--- config.mk ---
export PLATFORM = sky130hd
export DESIGN_NAME = prio_intc
export DESIGN_NICKNAME = d
export VERILOG_FILES = /design/src/rtl/pic_pkg.sv /design/src/rtl/pic_cmd.sv /design/src/rtl/pic_req.sv /design/src/rtl/pic_prio.sv /design/src/rtl/prio_intc.sv
export SDC_FILE = /design/constraint.sdc
export NUM_CORES = 1
export LEC_CHECK = 0
export ABC_AREA = 0
export BUFFER_PORTS_ARGS = -buffer_cell sky130_fd_sc_hd__buf_4
export CAP_MARGIN = 10
export CORE_UTILIZATION = 57
export CTS_BUF_LIST = sky130_fd_sc_hd__clkbuf_16
export DETAILED_ROUTE_END_ITERATION = 10
export PLACE_DENSITY = 0.79
export SYNTH_ARGS = -nofsm -noshare
export SYNTH_HDL_FRONTEND = slang
export SYNTH_SLANG_ARGS = --single-unit
--- constraint.sdc ---
create_clock -name clk -period 2.6 [get_ports clk]
set_input_delay 0.78 -clock clk [delete_from_list [all_inputs] [get_ports clk]]
set_output_delay 0.78 -clock clk [all_outputs]
set_load 0.01 [all_outputs]
--- src/rtl/pic_pkg.sv ---
package pic_pkg;
  localparam int DATA_W = 8;
  localparam int N_REQ  = 8;
  typedef enum logic [2:0] {
    ST_IDLE, ST_TYPE, ST_SLAVE, ST_MODE, ST_RUN
  } init_st_e;
endpackage

--- src/rtl/pic_cmd.sv ---
module pic_cmd #(
  parameter int N  = pic_pkg::N_REQ,
  parameter int DW = pic_pkg::DATA_W,
  localparam int LW = $clog2(N)
) (
  input  logic          clk,
  input  logic          rst,
  input  logic          wr_en,
  input  logic          wr_a0,
  input  logic [DW-1:0] wr_data,
  output logic          ready,
  output logic          ltim,
  output logic          aeoi,
  output logic          sel_isr,
  output logic [N-1:0]  imr,
  output logic [DW-LW-1:0] base,
  output logic          icw1_wr,
  output logic          ns_eoi,
  output logic          sp_eoi,
  output logic [LW-1:0] eoi_lvl
);
  import pic_pkg::*;

  init_st_e st;
  logic need_slave, need_mode, ocw_wr;

  assign ready   = (st == ST_RUN);
  assign icw1_wr = wr_en && !wr_a0 && wr_data[4];
  assign ocw_wr  = wr_en && !wr_a0 && !wr_data[4] && ready;
  assign ns_eoi  = ocw_wr && !wr_data[3] && (wr_data[7:5] == 3'b001);
  assign sp_eoi  = ocw_wr && !wr_data[3] && (wr_data[7:5] == 3'b011);
  assign eoi_lvl = wr_data[LW-1:0];

  always_ff @(posedge clk) begin
    if (rst) begin
      st <= ST_IDLE;
      need_slave <= 1'b0;
      need_mode  <= 1'b0;
      ltim <= 1'b0;
      aeoi <= 1'b0;
      sel_isr <= 1'b0;
      imr  <= '0;
      base <= '0;
    end else if (icw1_wr) begin
      st <= ST_TYPE;
      need_slave <= !wr_data[1];
      need_mode  <= wr_data[0];
      ltim <= wr_data[3];
      aeoi <= 1'b0;
      sel_isr <= 1'b0;
      imr  <= '0;
    end else if (wr_en && wr_a0) begin
      case (st)
        ST_TYPE: begin
          base <= wr_data[DW-1:LW];
          st <= need_slave ? ST_SLAVE : (need_mode ? ST_MODE : ST_RUN);
        end
        ST_SLAVE: st <= need_mode ? ST_MODE : ST_RUN;
        ST_MODE: begin
          aeoi <= wr_data[1];
          st <= ST_RUN;
        end
        ST_RUN:  imr <= wr_data[N-1:0];
        default: ;
      endcase
    end else if (ocw_wr && wr_data[3] && wr_data[1]) begin
      sel_isr <= wr_data[0];
    end
  end


  imr_hold_chk: assert property (@(posedge clk) disable iff (rst)
    !wr_en |=> $stable(imr));
endmodule

--- src/rtl/pic_req.sv ---
module pic_req #(
  parameter int N = pic_pkg::N_REQ
) (
  input  logic         clk,
  input  logic         rst,
  input  logic         clear_all,
  input  logic         ltim,
  input  logic [N-1:0] irq,
  input  logic [N-1:0] ack_clr,
  output logic [N-1:0] irr
);
  logic [N-1:0] prev;

  always_ff @(posedge clk) begin
    if (rst) begin
      irr  <= '0;
      prev <= '0;
    end else begin
      prev <= irq;
      if (clear_all) irr <= '0;
      else irr <= (ltim ? irq : (irr | (irq & ~prev))) & ~ack_clr;
    end
  end


  edge_keep_chk: assert property (@(posedge clk) disable iff (rst)
    (!ltim && !clear_all && ack_clr == '0) |=> ((irr & $past(irr)) == $past(irr)));
endmodule

--- src/rtl/pic_prio.sv ---
module pic_prio #(
  parameter int N = pic_pkg::N_REQ,
  localparam int LW = $clog2(N)
) (
  input  logic [N-1:0]  irr,
  input  logic [N-1:0]  imr,
  input  logic [N-1:0]  isr,
  output logic [LW-1:0] win_lvl,
  output logic          win_any,
  output logic [LW-1:0] top_lvl,
  output logic          top_any,
  output logic          elig
);
  logic [N-1:0] pend;
  assign pend = irr & ~imr;

  always_comb begin
    win_any = 1'b0;
    win_lvl = '0;
    top_any = 1'b0;
    top_lvl = '0;
    for (int i = N - 1; i >= 0; i--) begin
      if (pend[i]) begin
        win_any = 1'b1;
        win_lvl = LW'(i);
      end
      if (isr[i]) begin
        top_any = 1'b1;
        top_lvl = LW'(i);
      end
    end
    elig = win_any && (!top_any || (win_lvl < top_lvl));
  end
endmodule

--- src/rtl/prio_intc.sv ---
module prio_intc #(
  parameter int N  = pic_pkg::N_REQ,
  parameter int DW = pic_pkg::DATA_W
) (
  input  logic          clk,
  input  logic          rst,
  input  logic          wr_en,
  input  logic          wr_a0,
  input  logic [DW-1:0] wr_data,
  input  logic          rd_a0,
  output logic [DW-1:0] rd_data,
  input  logic [N-1:0]  irq,
  input  logic          inta,
  output logic          int_out,
  output logic          vec_valid,
  output logic [DW-1:0] vec_out
);
  localparam int LW = $clog2(N);

  logic ready, ltim, aeoi, sel_isr, icw1_wr, ns_eoi, sp_eoi;
  logic [N-1:0] imr, irr, isr, set_mask, clr_mask;
  logic [DW-LW-1:0] base;
  logic [LW-1:0] eoi_lvl, win_lvl, top_lvl, lvl_q;
  logic win_any, top_any, elig, ack2, spur, ack1_hit, ack2_hit;

  pic_cmd #(.N(N), .DW(DW)) u_cmd (
    .clk(clk), .rst(rst), .wr_en(wr_en), .wr_a0(wr_a0), .wr_data(wr_data),
    .ready(ready), .ltim(ltim), .aeoi(aeoi), .sel_isr(sel_isr), .imr(imr),
    .base(base), .icw1_wr(icw1_wr), .ns_eoi(ns_eoi), .sp_eoi(sp_eoi),
    .eoi_lvl(eoi_lvl));

  pic_req #(.N(N)) u_req (
    .clk(clk), .rst(rst), .clear_all(icw1_wr), .ltim(ltim), .irq(irq),
    .ack_clr(set_mask), .irr(irr));

  pic_prio #(.N(N)) u_prio (
    .irr(irr), .imr(imr), .isr(isr), .win_lvl(win_lvl), .win_any(win_any),
    .top_lvl(top_lvl), .top_any(top_any), .elig(elig));

  assign ack1_hit = inta && !ack2;
  assign ack2_hit = inta && ack2;

  always_comb begin
    set_mask = '0;
    clr_mask = '0;
    if (ack1_hit && elig) set_mask[win_lvl] = 1'b1;
    if (ns_eoi && top_any) clr_mask[top_lvl] = 1'b1;
    if (sp_eoi) clr_mask[eoi_lvl] = 1'b1;
    if (ack2_hit && aeoi && !spur) clr_mask[lvl_q] = 1'b1;
  end

  always_ff @(posedge clk) begin
    if (rst) begin
      isr <= '0;
      ack2 <= 1'b0;
      lvl_q <= '0;
      spur <= 1'b0;
      int_out <= 1'b0;
      vec_valid <= 1'b0;
      vec_out <= '0;
      rd_data <= '0;
    end else begin
      isr <= icw1_wr ? '0 : ((isr | set_mask) & ~clr_mask);
      if (icw1_wr) ack2 <= 1'b0;
      else if (ack1_hit) ack2 <= 1'b1;
      else if (ack2_hit) ack2 <= 1'b0;
      if (ack1_hit) begin
        lvl_q <= elig ? win_lvl : LW'(N - 1);
        spur <= !elig;
      end
      int_out <= !icw1_wr && ready && elig && !ack2 && !inta;
      vec_valid <= ack2_hit;
      if (ack2_hit) vec_out <= {base, lvl_q};
      rd_data <= rd_a0 ? DW'(imr) : (sel_isr ? DW'(isr) : DW'(irr));
    end
  end


  int_drop_chk: assert property (@(posedge clk) disable iff (rst)
    inta |=> !int_out);

  isr_set_chk: assert property (@(posedge clk) disable iff (rst)
    (ack1_hit && elig && !ns_eoi && !sp_eoi && !icw1_wr) |=> isr[lvl_q]);

  vec_pulse_chk: assert property (@(posedge clk) disable iff (rst)
    vec_valid |-> $past(inta && ack2));

  init_clear_chk: assert property (@(posedge clk) disable iff (rst)
    icw1_wr |=> (isr == '0) && !int_out);

  int_src_chk: assert property (@(posedge clk) disable iff (rst)
    int_out |-> |($past(irr & ~imr)));
endmodule

---- Word-level counts from Yosys, hierarchy flattened ----
Index checks and enable logic that the tools add are counted.
word-level totals
  register bits ........................... 68
  bits in latches ......................... 0
  RAM bits ................................ 0
  memory bits (read-only) ................. 0
  output and inout bits ................... 18
  logic and storage cells ................. 150
  memories kept ........................... 0
operators by class
  add/sub/neg operators ................... 0
  $mul .................................... 0
  div/mod/pow operators ................... 0
  $lt $le $gt $ge ......................... 9
  eq/ne operators ......................... 6
  shifts and indexed selects .............. 0
  mux-type cells .......................... 55
  bitwise operators ....................... 14
  reduce and logical (&&, ||, !) cells .... 47
operators with widths
  kind                                                               number
  2-to-1 mux 3 bit                                                   19
  2-to-1 mux 8 bit                                                   7
  bitwise AND 8 bit                                                  4
  NOT 8 bit                                                          4
  OR 8 bit                                                           4
  logical AND 1 bit                                                  25
  2-to-1 mux 1 bit                                                   24
  less-than comparator 3 x 4 -> 1 bit, second input constant         4
  demux 1 bit (select 3 bit)                                         4
  greater-or-equal comparator 3 x 1 -> 1 bit, second input constant  4
  zero test 1 bit                                                    10
  AND reduction 2 bit                                                5
  equality test 3 x 2 -> 1 bit, second input constant                3
  one-hot mux 3 bit (3 select lines)                                 1
  equality test 3 x 1 -> 1 bit, second input constant                2
  nonzero test 2 bit                                                 2
  nonzero test 4 bit                                                 1
  equality test 3 bit, second input constant                         1
  less-than comparator 3 bit                                         1
  AND reduction 3 bit                                                1
  nonzero test 3 bit                                                 1
  NOT 1 bit                                                          2
  OR reduction 2 bit                                                 1
  logical OR 1 bit                                                   1

---- Logic depth before layout (Yosys ltp) ----
Gate-level depths: netlist of run 1.
  depth in word-level cells ............... 19
  depth in mapped cells ................... 9
  mapped depth without buffers ............ 9

---- By module ----
From an unflattened synthesis of run 1, not the netlist that was laid out.
unflattened totals
  cells, all modules ...................... 400
  area total of the unflattened synthesis .. 3,498.4 um^2
modules (own cells, without submodules)
  module     instances  cells each  area an instance (um^2)
  prio_intc  1          176         1,517.7
  pic_cmd    1          118         1,046.0
  pic_req    1          59          635.6
  pic_prio   1          47          299.0

---- Worst setup path before layout of run 1 ----
No wires, ideal clock.
  kind .................................... input port to flip-flop
  start point ............................. input wr_data[3]
  end point ............................... register isr[4]
  setup time .............................. 118 ps
  arrival time ............................ 2,145 ps
  slack ................................... 338 ps
  stages .................................. 5
  cells stage by stage .................... or3b_2 > nor3_4 > nand3b_2 > or4b_1 > o2111a_1
between the ends
  longest elaborated chain between the ends .. 11
  elaborated cells on any way between the ends .. 12
  classes of those cells .................. 3 x mux; 4 x bitwise; 5 x reduce/logical
RTL lines
  what                   RTL line                      source
  start, declared        prio_intc.sv:9                input logic [DW-1:0] wr_data,
  zero test 1 bit (*)    pic_cmd.sv:30, pic_cmd.sv:31
  logical AND 1 bit (*)  pic_cmd.sv:30, pic_cmd.sv:31
  logical AND 1 bit      pic_cmd.sv:30                 assign ns_eoi = ocw_wr && !wr_data[3] && (wr_data[7:5] == 3'b001);
  logical AND 1 bit      prio_intc.sv:47               if (ns_eoi && top_any) clr_mask[top_lvl] = 1'b1;
  2-to-1 mux 8 bit       prio_intc.sv:47
  OR 8 bit (no line)     --
  2-to-1 mux 8 bit (*)   prio_intc.sv:48               if (sp_eoi) clr_mask[eoi_lvl] = 1'b1;
  OR 8 bit (no line)     --
  2-to-1 mux 8 bit (*)   prio_intc.sv:49               if (ack2_hit && aeoi && !spur) clr_mask[lvl_q] = 1'b1;
  NOT 8 bit (*)          prio_intc.sv:63               isr <= icw1_wr ? '0 : ((isr | set_mask) & ~clr_mask);
  bitwise AND 8 bit (*)  prio_intc.sv:63
  end signal, assigned   prio_intc.sv:63
  end, declared          prio_intc.sv:21               logic [N-1:0] imr, irr, isr, set_mask, clr_mask;
Every way passes the cells marked *; elsewhere a longest branch is shown, timed or not.
A chain may end at the register's enable or synchronous reset.

---- Final worst setup path of run 1 ----
  start point ............................. register u_cmd.imr[0]
  end point ............................... register lvl_q[1]
between the ends
  longest elaborated chain between the ends .. 7
  elaborated cells on any way between the ends .. 8
  classes of those cells .................. 1 x order compare; 3 x mux; 2 x bitwise; 2 x reduce/logical
RTL lines
  what                        RTL line         source
  start, declared             pic_cmd.sv:15    output logic [N-1:0] imr,
  start signal, assigned      pic_cmd.sv:63    ST_RUN: imr <= wr_data[N-1:0];
  NOT 8 bit (*)               pic_prio.sv:15   assign pend = irr & ~imr;
  bitwise AND 8 bit (*)       pic_prio.sv:15
  2-to-1 mux 3 bit            pic_prio.sv:23   if (pend[i]) begin
  less-than comparator 3 bit  pic_prio.sv:32   elig = win_any && (!top_any || (win_lvl < top_lvl));
  logical OR 1 bit            pic_prio.sv:32
  logical AND 1 bit           pic_prio.sv:32
  2-to-1 mux 3 bit (*)        prio_intc.sv:68  lvl_q <= elig ? win_lvl : LW'(N - 1);
  end signal, assigned        prio_intc.sv:68
  end, declared               prio_intc.sv:23  logic [LW-1:0] eoi_lvl, win_lvl, top_lvl, lvl_q;
Marked as above.

==> metrics, run 1 <==
status completed; Reg power frac 0.401; mux cell area share after synthesis 0.0635; XOR/XNOR Fraction of Synth Area 0; number of global-route vias before repair 2739; CTS tree done; P_int 2090 uW; WP data required 2.79 ns; Synth Area in Compound Gates 0.200; Final Setup Violations 0; final hold viol count 0; Fin Hold WS 0.454 ns; PortBufs 39; row count 26; Final ANT Viol Nets 0; Synth Net Count 397; vias post-DR 2925; Pre-Repair DR Iteration Count 5; Max VDD drop 0.514 mV; DR vias/cell 5.91; main combinational cell family by area after synthesis simple AND/OR/NAND/NOR gates; max-cap viol count 0; largest net degree at the start of global routing 40; Worst-Margin Slew 0.702 ns; Setup Skew 0.00616 ns; worst setup margin 0.227 ns; Slew headroom 0.531; # nets final 445; HP Start vec_out[2]; global-route wire length before repair 13.0 mm; Synth Area in Adders 0.00794; critical path launch point type flip-flop; Mapped Area 0.00315 sq mm; core footprint 0.00520 sq mm; Ports 40; Clock Power Share 0.458; Setup CP Type flip-flop to flip-flop; Static Leak 0.00152 uW; routability-driven placement congestion ratio 0.930; CP arrival 2.57 ns; Final TNS setup 0 ns; share of layout cells above drive strength 1 0.172; initial detailed-routing violation count 246; sequential-to-total area share from yosys stat 0.432; most used flip-flop cell after synthesis dfxtp_1; Tmin final 2.37 ns; Tot GR Track Use 0.286; Synth Warn # 0; post-CTS sizing 0; share of synthesized registers carrying an async set or reset 0; residual DRC count 0; Reg2Reg Depth 8; power per cell area 728 mW/mm^2; Seq cells post-synth 68; Overall Power 2820 uW; Root Buffer clkbuf_16; Initial Util 0.606; final design utilization 0.745; # diodes 0; H-tree depth 3; Die W 76.4 microns; Post-CTS Hold Fix Bufs 0; worst r2r src u_cmd.imr[0]; switch share 0.260; postcts setup bufs 0; syn_area_per_cell 8.45 sq um; Synth cell types 52; max-slew violation count 0; worst hold path type flip-flop to flip-flop; clk buf depth 2; total gr overflow 0; f_max 421 MHz; P&R area growth vs syn 23.0%; DR WL/cell 16.2 microns; r2r setup slk 0.23 ns; clock slew seen by the registers of the worst setup and hold paths 0.06 ns; Skew-Pair Late Insertion Delay 0.33 ns; Worst Hold Depth 2; EDFF count, synth 0; pre-CTS setup slack 0.122 ns; clock sinks 68; antenna violations before repair 0; die area 0.00583 sq mm; Simple-Gate Fraction of Synth Area 0.266; Die Y 76.4 microns; worst r2r dst lvl_q[1]; post-synthesis cell count 373; CP endpoint kind flip-flop; Routed WL 8.03 mm; DP Wirelength 5.72 mm; combinational share of power 0.141; Switch Pwr 734 uW; RSZ-0062 raised after global routing no; Inserted Clock Buffers 9; hold path endpoint vec_out[2]; Final Cycle Share 0.913; Crit Path Max Fanout 6
-- sequential cells by signal, indices dropped and copies added, names as in the netlist, 3 cells and up --
signal and flops:
isr 8, lvl_q 3, u_req.irr 8, vec_out 8
rd_data 8, u_req.prev 8, u_cmd.st 3, u_cmd.imr 8
u_cmd.base 5
-- power groups by stage --
stage / sequential, uW / clock, uW / combinational (uW)
finish: 1130 / 1290 / 398
global route: 1140 / 1340 / 435
CTS: 1130 / 1300 / 394
detailed placement: 1150 / 0 / 387
global placement: 1150 / 0 / 380
floorplan: 1140 / 0 / 246
-- synthesized netlist by cell type (3+ instances only) --
master     n  share of area
inv_1     10          0.012
a31oi_1    6          0.012
o21ai_0   24          0.038
a211oi_1   5          0.012
clkbuf_1  11          0.013
nand3_1    5         0.0079
nor3b_1    3         0.0071
nor3_1     6         0.0095
nand2b_1  21          0.042
mux2i_1   20          0.063
a311oi_1   3         0.0083
dfxtp_1   68           0.43
nand3b_1   3         0.0071
and2_1     3         0.0060
a21oi_1   31          0.049
o21a_1     3         0.0071
and3_1     3         0.0060
nor2b_1   17          0.034
nor4_1     5         0.0099
nor2_1    49          0.058
nand2_1   32          0.038
a221oi_1   9          0.025
-- worst max path at each step --
stage                             from       end  slack, ns  cells past startpoint
after detailed placement    wr_data[3]    isr[4]       0.12                      6
final                     u_cmd.imr[0]  lvl_q[1]       0.23                      8
after global placement      wr_data[3]    isr[4]       0.15                      6
after floorplan             wr_data[3]    isr[4]       0.34                      5
after global routing      u_cmd.imr[5]  lvl_q[2]       0.04                      9
after CTS                 u_cmd.imr[0]  lvl_q[1]       0.23                      8
-- layout make-up --
| class | count | area [sq um] |
|---|---|---|
| multi-input combinational | 281 | 1690 |
| sequential | 68 | 1360 |
| fill | 409 | 1330 |
| timing repair buffer | 51 | 383 |
| clock buffer | 9 | 225 |
| clock inverter | 6 | 88.8 |
| tap | 70 | 87.6 |
| inverter | 10 | 37.5 |
-- cells by family (layout without fill, tap and decap cells) --
family | after synthesis | in the layout
AOI/OAI and AO/OA | 98 | 98
muxes | 20 | 20
DFF | 68 | 68
adders and majority gates | 2 | 2
and+or+nand+nor | 161 | 161
buffers and inverters | 24 | 76
-- critical path, cell delays in order, from the launching register on --
cell	delay [ns]
dfxtp_1	0.39
nand2b_1	0.24
nand4_1	0.25
nor2_1	0.18
ha_1	0.27
a21oi_1	0.16
a21bo_2	0.25
o21ai_0	0.36
a311oi_1	0.15
-- layer usage --
metal / up-vias / GRT usage / wire length [microns]
li1: 1430 / - / -
met1: 1368 / 0.363 / 3600
met2: 106 / 0.472 / 3790
met3: 21 / 0.0491 / 469
met4: 0 / 0.137 / 163
met5: - / 0 / 0
-- through the flow --
stage,instances,cell area (sq um)
2_1_floorplan,373,3150
3_3_place_gp,480,3560
3_5_place_dp,480,3560
4_1_cts,495,3880
5_1_grt,495,3880
6_report,495,3880
-- layout by cell type (no fill, tap or decap), types with 2 or more instances in the layout --
| cell | netlist | layout |
|---|---|---|
| a211oi_1 | 5 | 5 |
| a21oi_1 | 31 | 31 |
| a221oi_1 | 9 | 9 |
| a311oi_1 | 3 | 3 |
| a31oi_1 | 6 | 6 |
| and2_1 | 3 | 3 |
| and3_1 | 3 | 3 |
| and3b_1 | 2 | 2 |
| buf_4 | 0 | 51 |
| bufinv_16 | 0 | 2 |
| clkbuf_16 | 0 | 9 |
| clkinvlp_4 | 0 | 2 |
| dfxtp_1 | 68 | 68 |
| ha_1 | 2 | 2 |
| inv_1 | 10 | 10 |
| mux2i_1 | 20 | 20 |
| nand2_1 | 32 | 32 |
| nand2b_1 | 21 | 21 |
| nand3_1 | 5 | 5 |
| nand3b_1 | 3 | 3 |
| nand4_1 | 2 | 2 |
| nor2_1 | 49 | 49 |
| nor2b_1 | 17 | 17 |
| nor3_1 | 6 | 6 |
| nor3b_1 | 3 | 3 |
| nor4_1 | 5 | 5 |
| o211a_1 | 2 | 2 |
| o211ai_1 | 2 | 2 |
| o21a_1 | 3 | 3 |
| o21ai_0 | 24 | 24 |
(Power assumes the default switching activity.)
==> inputs of run 2 (changes only) <==
Settings changed: PLACE_DENSITY 0.79 to default, PLACE_DENSITY_LB_ADDON from default to 0.2.
==> run 2 against run 1 <==
Worst hold slack improved by 0.0012 ns. Critical path type unchanged. Die area unchanged. Wire length increased by 3.2%. Highest routed layer unchanged. Fmax decreased by 1.4%. Via count increased by 0.96%. Worst setup slack got worse by 0.034 ns.
==> metrics, run 2 (same netlist as run 1, synthesis figures left out) <==
DR vias/cell 5.97; die area 0.00583 sq mm; max-slew violation count 0; commonest non-fill, non-tap cells in the layout dfxtp_1 (68), buf_4 (52), nor2_1 (49), nand2_1 (32), a21oi_1 (31); Final TNS setup 0 ns; CP Cell Sequence nand2b_1, nand4_1, nor2_1, ha_1, a21oi_1, a21bo_2, o21ai_0, a311oi_1; worst hold path type flip-flop to flip-flop; Inserted Clock Buffers 9; CP arrival 2.59 ns; global-route wire length before repair 13.6 mm; met1 WL 3.56 mm; total gr overflow 0; status completed; Slew headroom 0.501; Root Buffer clkbuf_16; final hold viol count 0; # nets final 446; Final ANT Viol Nets 0; clock slew seen by the registers of the worst setup and hold paths 0.05 ns; Worst Hold Depth 2; core footprint 0.00520 sq mm; Pre-Repair DR Iteration Count 7; number of global-route vias before repair 2852; power per cell area 695 mW/mm^2; CP endpoint kind flip-flop; Worst-Margin Slew 0.747 ns; worst r2r src u_cmd.imr[1]; top routing layer used met4; Static Leak 0.00151 uW; f_max 415 MHz; clock sinks 68; postcts setup bufs 0; Crit Path Max Fanout 6; PortBufs 39; HP Start vec_out[2]; Tot GR Track Use 0.300; initial detailed-routing violation count 235; Skew-Pair Late Insertion Delay 0.33 ns; CTS tree done; r2r setup slk 0.19 ns; antenna violations before repair 0; DR WL/cell 16.7 microns; Setup Skew 0.00573 ns; # diodes 0; Reg2Reg Depth 8; Max VDD drop 0.510 mV; Ports 40; row count 26; Tmin final 2.41 ns; Post-CTS Hold Fix Bufs 0; P&R area growth vs syn 21.9%; Die W 76.4 microns; met3 routed WL 508 microns; Routed WL 8.28 mm; residual DRC count 0; most common cell after layout, fill and taps aside dfxtp_1; Initial Util 0.606; H-tree depth 3; max-cap viol count 0; met2 wire length 3.99 mm; CP max stage delay 0.39 ns; worst r2r dst lvl_q[1]; WP data required 2.79 ns; DP Wirelength 5.83 mm; largest net degree at the start of global routing 40; post-CTS sizing 0; final design utilization 0.738; routability-driven placement congestion ratio 0.969; hold path endpoint vec_out[2]; Final Cycle Share 0.926; Die Y 76.4 microns; RSZ-0062 raised after global routing no; critical path launch point type flip-flop; Setup CP Type flip-flop to flip-flop; vias post-DR 2953; share of layout cells above drive strength 1 0.165; Final Setup Violations 0; clk buf depth 2; slowest stage cell, crit path dfxtp_1
run 2: layout make-up:
type | instances | area (sq um)
clock inverters | 5 | 46.3
multi-input cells | 281 | 1690
well taps | 70 | 87.6
repair buffers | 52 | 390
clock buffers | 9 | 225
fillers | 399 | 1360
inverters | 10 | 37.5
flip-flops and latches | 68 | 1360
run 2: power breakdown:
group          switching (uW)  internal, uW
clock network             420           718
registers                46.1          1090
logic                     230           169
total                     696          1980
run 2: how the worst max path moves through the flow:
stage	from	to	slack, ns	cells after the start
floorplan	wr_data[3]	isr[4]	0.34	5
global placement	wr_data[3]	isr[4]	0.16	6
detailed placement	wr_data[3]	isr[4]	0.13	6
CTS	u_cmd.imr[0]	lvl_q[1]	0.26	8
global route	u_cmd.imr[1]	lvl_q[1]	0.04	8
finish	u_cmd.imr[1]	lvl_q[1]	0.19	8
run 2: worst max-delay path, delay by kind of cell (launching register included):
kind	cells	cell delay (ns)
AO/OA/AOI/OAI	4	0.91
AND/OR/NAND/NOR	3	0.71
flip-flops	1	0.39
adder cells (fa/ha/maj)	1	0.26
run 2: routing by layer:
metal,up-vias,global-route usage
li1,1431,-
met3,24,0.0623
met1,1383,0.368
met2,115,0.495
met4,0,0.154
met5,-,0
run 2: through the flow:
stage / power (uW) / setup WS, ns / cell area (sq um) / hold slack (ns) / instances
finish: 2670 / 0.193 / 3840 / 0.455 / 495
global route: 2760 / 0.0377 / 3840 / 0.478 / 495
CTS: 2660 / 0.257 / 3840 / 0.457 / 495
detailed placement: 1540 / 0.126 / 3570 / 0.450 / 481
global placement: 1530 / 0.159 / 3570 / 0.440 / 481
floorplan: 1390 / 0.338 / 3150 / 0.428 / 373
